`src/rtl/rand_fanout.sv`:
```
`timescale 1ns/1ps
module rand_fanout #(
  parameter int N_OUT = 4,
  parameter bit CHAIN = 1'b0
) (
  input  logic             clk,
  input  logic             rst,
  input  logic             ent_a,
  input  logic             ent_b,
  output logic [N_OUT-1:0] rnd_out,
  output logic             rnd_valid
);
  localparam int FILL = CHAIN ? 2 * N_OUT + 1 : N_OUT + 1;
  localparam int CW   = $clog2(FILL + 1);

  logic [N_OUT-1:0] sa, sb, mix;
  logic             b_in;
  logic [CW-1:0]    fill_cnt;

  generate
    if (CHAIN) begin : g_chain
      assign b_in = sa[N_OUT-1] | (ent_b & 1'b0);
    end else begin : g_dual
      assign b_in = ent_b;
    end
  endgenerate

  always_ff @(posedge clk) begin
    if (rst) begin
      sa <= '0;
      sb <= '0;
    end else begin
      sa[0] <= ent_a;
      sb[0] <= b_in;
      for (int k = 1; k < N_OUT; k++) begin
        sa[k] <= sa[k-1];
        sb[k] <= sb[k-1];
      end
    end
  end

  generate
    for (genvar i = 0; i < N_OUT; i++) begin : g_mix
      assign mix[i] = sa[i] ^ sb[N_OUT-1-i];
    end
  endgenerate

  always_ff @(posedge clk) begin
    if (rst) begin
      rnd_out  <= '0;
      fill_cnt <= '0;
    end else begin
      rnd_out <= mix;
      if (fill_cnt != CW'(FILL)) fill_cnt <= fill_cnt + 1'b1;
    end
  end

  assign rnd_valid = (fill_cnt == CW'(FILL));

  p_reset_clear_r1: assert property (@(posedge clk)
    rst |=> (rnd_out == '0 && !rnd_valid));

  p_a_entry_r2: assert property (@(posedge clk) disable iff (rst)
    1'b1 |=> sa[0] == $past(ent_a));

  p_valid_hold_r4: assert property (@(posedge clk) disable iff (rst)
    rnd_valid |=> rnd_valid);

  p_valid_not_early_r4: assert property (@(posedge clk) disable iff (rst)
    rnd_valid |-> !$past(rst));

  generate
    if (CHAIN) begin : g_chk_chain
      p_chain_feed_r5: assert property (@(posedge clk) disable iff (rst)
        1'b1 |=> sb[0] == $past(sa[N_OUT-1]));
    end else begin : g_chk_dual
      p_b_entry_r3: assert property (@(posedge clk) disable iff (rst)
        1'b1 |=> sb[0] == $past(ent_b));
    end
  endgenerate
endmodule

```
`config.mk`:
```
export PLATFORM = sky130hd
export DESIGN_NAME = rand_fanout
export DESIGN_NICKNAME = d
export VERILOG_FILES = /design/src/rtl/rand_fanout.sv
export SDC_FILE = /design/constraint.sdc
export NUM_CORES = 1
export LEC_CHECK = 0
export ABC_AREA = 1
export CAP_MARGIN = 25
export CORE_AREA = 4 4 41 43
export DETAILED_ROUTE_END_ITERATION = 8
export DIE_AREA = 0 0 45 47
export GPL_ROUTABILITY_DRIVEN = 0
export PLACE_DENSITY = 0.7
export SYNTH_ARGS = -nofsm -noshare
export SYNTH_HDL_FRONTEND = slang
export SYNTH_SLANG_ARGS = --single-unit
```
`constraint.sdc`:
```
create_clock -name clk -period 2.82 [get_ports clk]
set_input_delay 0.282 -clock clk [delete_from_list [all_inputs] [get_ports clk]]
set_output_delay 0.282 -clock clk [all_outputs]
set_load 0.005 [all_outputs]
```
; ---- Yosys cells after proc, flatten, opt, wreduce, memory -nomap -nowiden
; Cells that the tools add are included.
[totals]
reg_bits = 15
latchBits = 0
ramBits = 0
mem_bits_ro = 0
in_bits = 4
output_inout_bits = 5
wordCells = 11
mem_count = 0
[classes]
add_sub_neg = 1
multipliers = 0
n_div = 0
n_lt_le_gt_ge = 0
n_eq_ne = 2
n_shift = 0
n_mux = 0
bitwise_logic = 4
reduce_logical = 0
[ops]
columns = op, count
row1 = 1-bit bitwise XOR, 4
row2 = 3-bit by 1-bit adder with 3-bit output (second input constant), 1
row3 = 3-bit == test (second input constant), 1
row4 = 3-bit inequality test (second input constant), 1

; ---- Depth between registers and ports, before layout
[depth]
word_depth = 1
ltp_mapped = 6
mapped_depth_nobuf = 6

; ---- Worst setup path after synthesis
; OpenSTA, ideal clock, no wires.
[synth_timing]
path_type = reg-to-output
startpoint = register fill_cnt[1]
endpoint = output port rnd_valid
arrival_ns = 0.703
required_time_ns = 2.538
slack_ns = 1.835
stages_incl_launch_ff = 5
path_buffers = 0
path_cell_list = dfxtp_1 > inv_1 > ha_1 > nand2_2 > inv_1
[synth_via]
elab_chain_len = 1
[synth_lines]
columns = element, line
row1 = start: declaration, 18  ; logic [CW-1:0] fill_cnt;
row2 = start signal: assignment, 54  ; if (fill_cnt != CW'(FILL)) fill_cnt <= fill_cnt + 1'b1;
row3 = 3-bit == test, 58  ; assign rnd_valid = (fill_cnt == CW'(FILL));
row4 = end: declaration, 11  ; output logic rnd_valid
; Every way passes these cells.

; ---- Final worst setup path
[layout_timing]
startpoint = register fill_cnt[0]
endpoint = output port rnd_valid
; Same word-level chain as after synthesis.

==> metrics <==
Final Routed Wirelength=802 um; startpoint of the lowest-slack hold path=sa[0]; iteration-0 DRC count of the detailed router=0; residual DRC count=0; slack of the worst reg-to-reg path=1810 ps; initial antenna violation count=0; most used cells in the layout excluding fill and tap cells=16 x sky130_fd_sc_hd__nor2_1, 15 x sky130_fd_sc_hd__dfxtp_1, 13 x sky130_fd_sc_hd__nand2_1; critical path startpoint=fill_cnt[0]; critical-path maximum fanout=4; vias in the first global route=348; Post-CTS Hold Buffers=0; maximum count of clock buffers along a single path=2; Overflow after GRT=0; synthesized instance count=65; total CTS buffers=3; arrival time reported for the critical path endpoint=1510 ps; CTS tree=yes; Clk network pwr share=0.307; fraction of post-synthesis cell area in the top cell type by area=0.5811; pin count of the biggest net entering global routing=12; Detail Route Antenna Nets=0; CTS clock-pin slew for the worst setup and hold paths=80 ps; Root Driver=sky130_fd_sc_hd__clkbuf_4; quantity of gates resized following cts=0; Worst R2R Path Depth=6; RSZ-0062 raised after global routing=false; crit path kind=reg2out; number of nets at the end of the flow=83; core region area=1301 um^2; worst-skew pair later-pin latency=280 ps; Hold Path Depth=2; average detailed-routed wire length per instance=8.813 um; Hold Path End=sa[1]; total count of hold-check failures in the final report=0; Total Negative Setup Slacks=0 ps; summed instance area of the synthesized netlist=516.7 um^2; global routing usage summed across all routing layers=0.08924; Data required, critical path=2540 ps; critical register-to-register path startpoint=fill_cnt[1]; vias per std cell=4.374; logic gate share of total power=0.091; synthesized area divided by synthesized cell count=7.950 um^2; crit share post-route=0.6345; part of the Yosys area used for sequential elements=0.5811; sequential power share=0.602; DIE HEIGHT=47 um; count of max-cap constraint violations=0; Antenna Cells=0; number of top-level pins=9; critical path launch point type=flop; final critical path time including I/O delays and setup=1789 ps; Clock Sink Count=15; cell taking the most area after synthesis=sky130_fd_sc_hd__dfxtp_1; design internal power=294.8 uW; nature of the critical path endpoint=output port; P per Cell Area=598.5 nW/um^2; number of rows created at floorplan=13; status=finished, final reports clean; fraction of power spent switching nets=0.2265; die extent in x=45 um; final hold slack=445.2 ps; non-filler instance count after layout=91; final-report setup violation count=0; type of the tightest min-delay check=reg2reg; initial core utilization=0.3971; sum of net half-perimeters after detailed placement=620.3 um; iteration count of the initial detailed-routing pass=1; clock skew after layout=1.804 ps; Max H-tree Level=1; full die area=2115 um^2; Cell variety after synth=12; Seq cells post-synth=15; post-layout instance area=636.9 um^2; switching power=86.31 uW; fraction of final layout cells with drive strength greater than 1=0.07895; via total after detailed routing=398; nets in the synthesized netlist=71; postcts setup bufs=0; Yosys warning total=0; leakage dissipation=0.0002981 uW; synth top area cells=sky130_fd_sc_hd__dfxtp_1 58%, sky130_fd_sc_hd__nor2_1 12%, sky130_fd_sc_hd__nand2_1 9.4%; slew of the pin with the lowest slew margin=415.4 ps; Worst R2R End=fill_cnt[0]; final max-slew violation count=0; instance count after placement with tap cells included=87; port buffer count=8; highest achievable clock rate=558.8 MHz; Slew Limit Headroom=0.7222; most common cell after layout, fill and taps aside=sky130_fd_sc_hd__nor2_1; Util after Layout=0.4894; Placed Area=610.6 um^2; global-route wire length before repair=1.262 mm; layout-stage area growth over the synthesis result=23.24%; peak supply drop=0.2700 mV
-- cells by family (layout without fill, tap and decap cells) --
kind of cell | Yosys count | after routing | synth area share
AOI/OAI and AO/OA | 3 | 3 | 0.02905
buffers and inverters | 13 | 24 | 0.09684
adders and majority gates | 2 | 2 | 0.04842
DFF | 15 | 15 | 0.5811
and+or+nand+nor | 32 | 32 | 0.2446
-- worst max path at each step --
stage	slack [ps]	end	cells past startpoint
after floorplan	1840	rnd_valid	4
after global placement	1360	rnd_valid	4
after detailed placement	1320	rnd_valid	4
after CTS	1010	rnd_valid	4
after global routing	960	rnd_valid	4
final	1030	rnd_valid	4
-- flip-flops by register name, indices dropped and copies added (netlist names) --
name / count
sa: 4
fill_cnt: 3
sb: 4
rnd_out: 4
-- stage by stage --
stage | total power [uW] | setup WS (ps)
5_1_grt | 398.6 | 960.3
3_3_place_gp | 266.8 | 1364
3_5_place_dp | 269.4 | 1323
2_1_floorplan | 254.1 | 1835
4_1_cts | 388.9 | 1012
6_report | 381.1 | 1031
-- layer usage --
layer | track usage | up-vias | share of wire
met5 | 0 | - | 0
met4 | 0.1053 | 0 | 0.036
met3 | 0.02299 | 4 | 0.057
met2 | 0.1469 | 10 | 0.47
met1 | 0.08392 | 175 | 0.43
li1 | - | 209 | -
-- critical path: stages, from the launching register on --
cell and delay, ps:
sky130_fd_sc_hd__dfxtp_1 380, sky130_fd_sc_hd__ha_1 220, sky130_fd_sc_hd__nand2_2 90, sky130_fd_sc_hd__inv_1 60
sky130_fd_sc_hd__clkdlybuf4s50_1 480
-- cells in the mapped netlist (all sizes together) --
| library cell | count |
|---|---|
| a21oi | 2 |
| inv | 12 |
| o21ai | 1 |
| nand3 | 1 |
| nand2 | 14 |
| nor2 | 17 |
| dfxtp | 15 |
| ha | 2 |
| buf | 1 |
-- layout make-up --
cell class              instances  area (um^2)
inverters                      12        45.04
repair buffers                  8        80.08
flip-flops and latches         15        300.3
well taps                      15        18.77
multi-input cells              37        166.4
clock buffers                   4        26.28
fillers                       131        664.4
-- power by group through the flow --
stage               Sequential, uW  Combinational (uW)  Clock, uW
global route                   231                39.1        129
CTS                            230                35.2        124
global placement               234                33.1          0
finish                         229                34.5        117
floorplan                      233                20.8          0
detailed placement             235                34.9          0
Power figures use the tool's default switching activity.
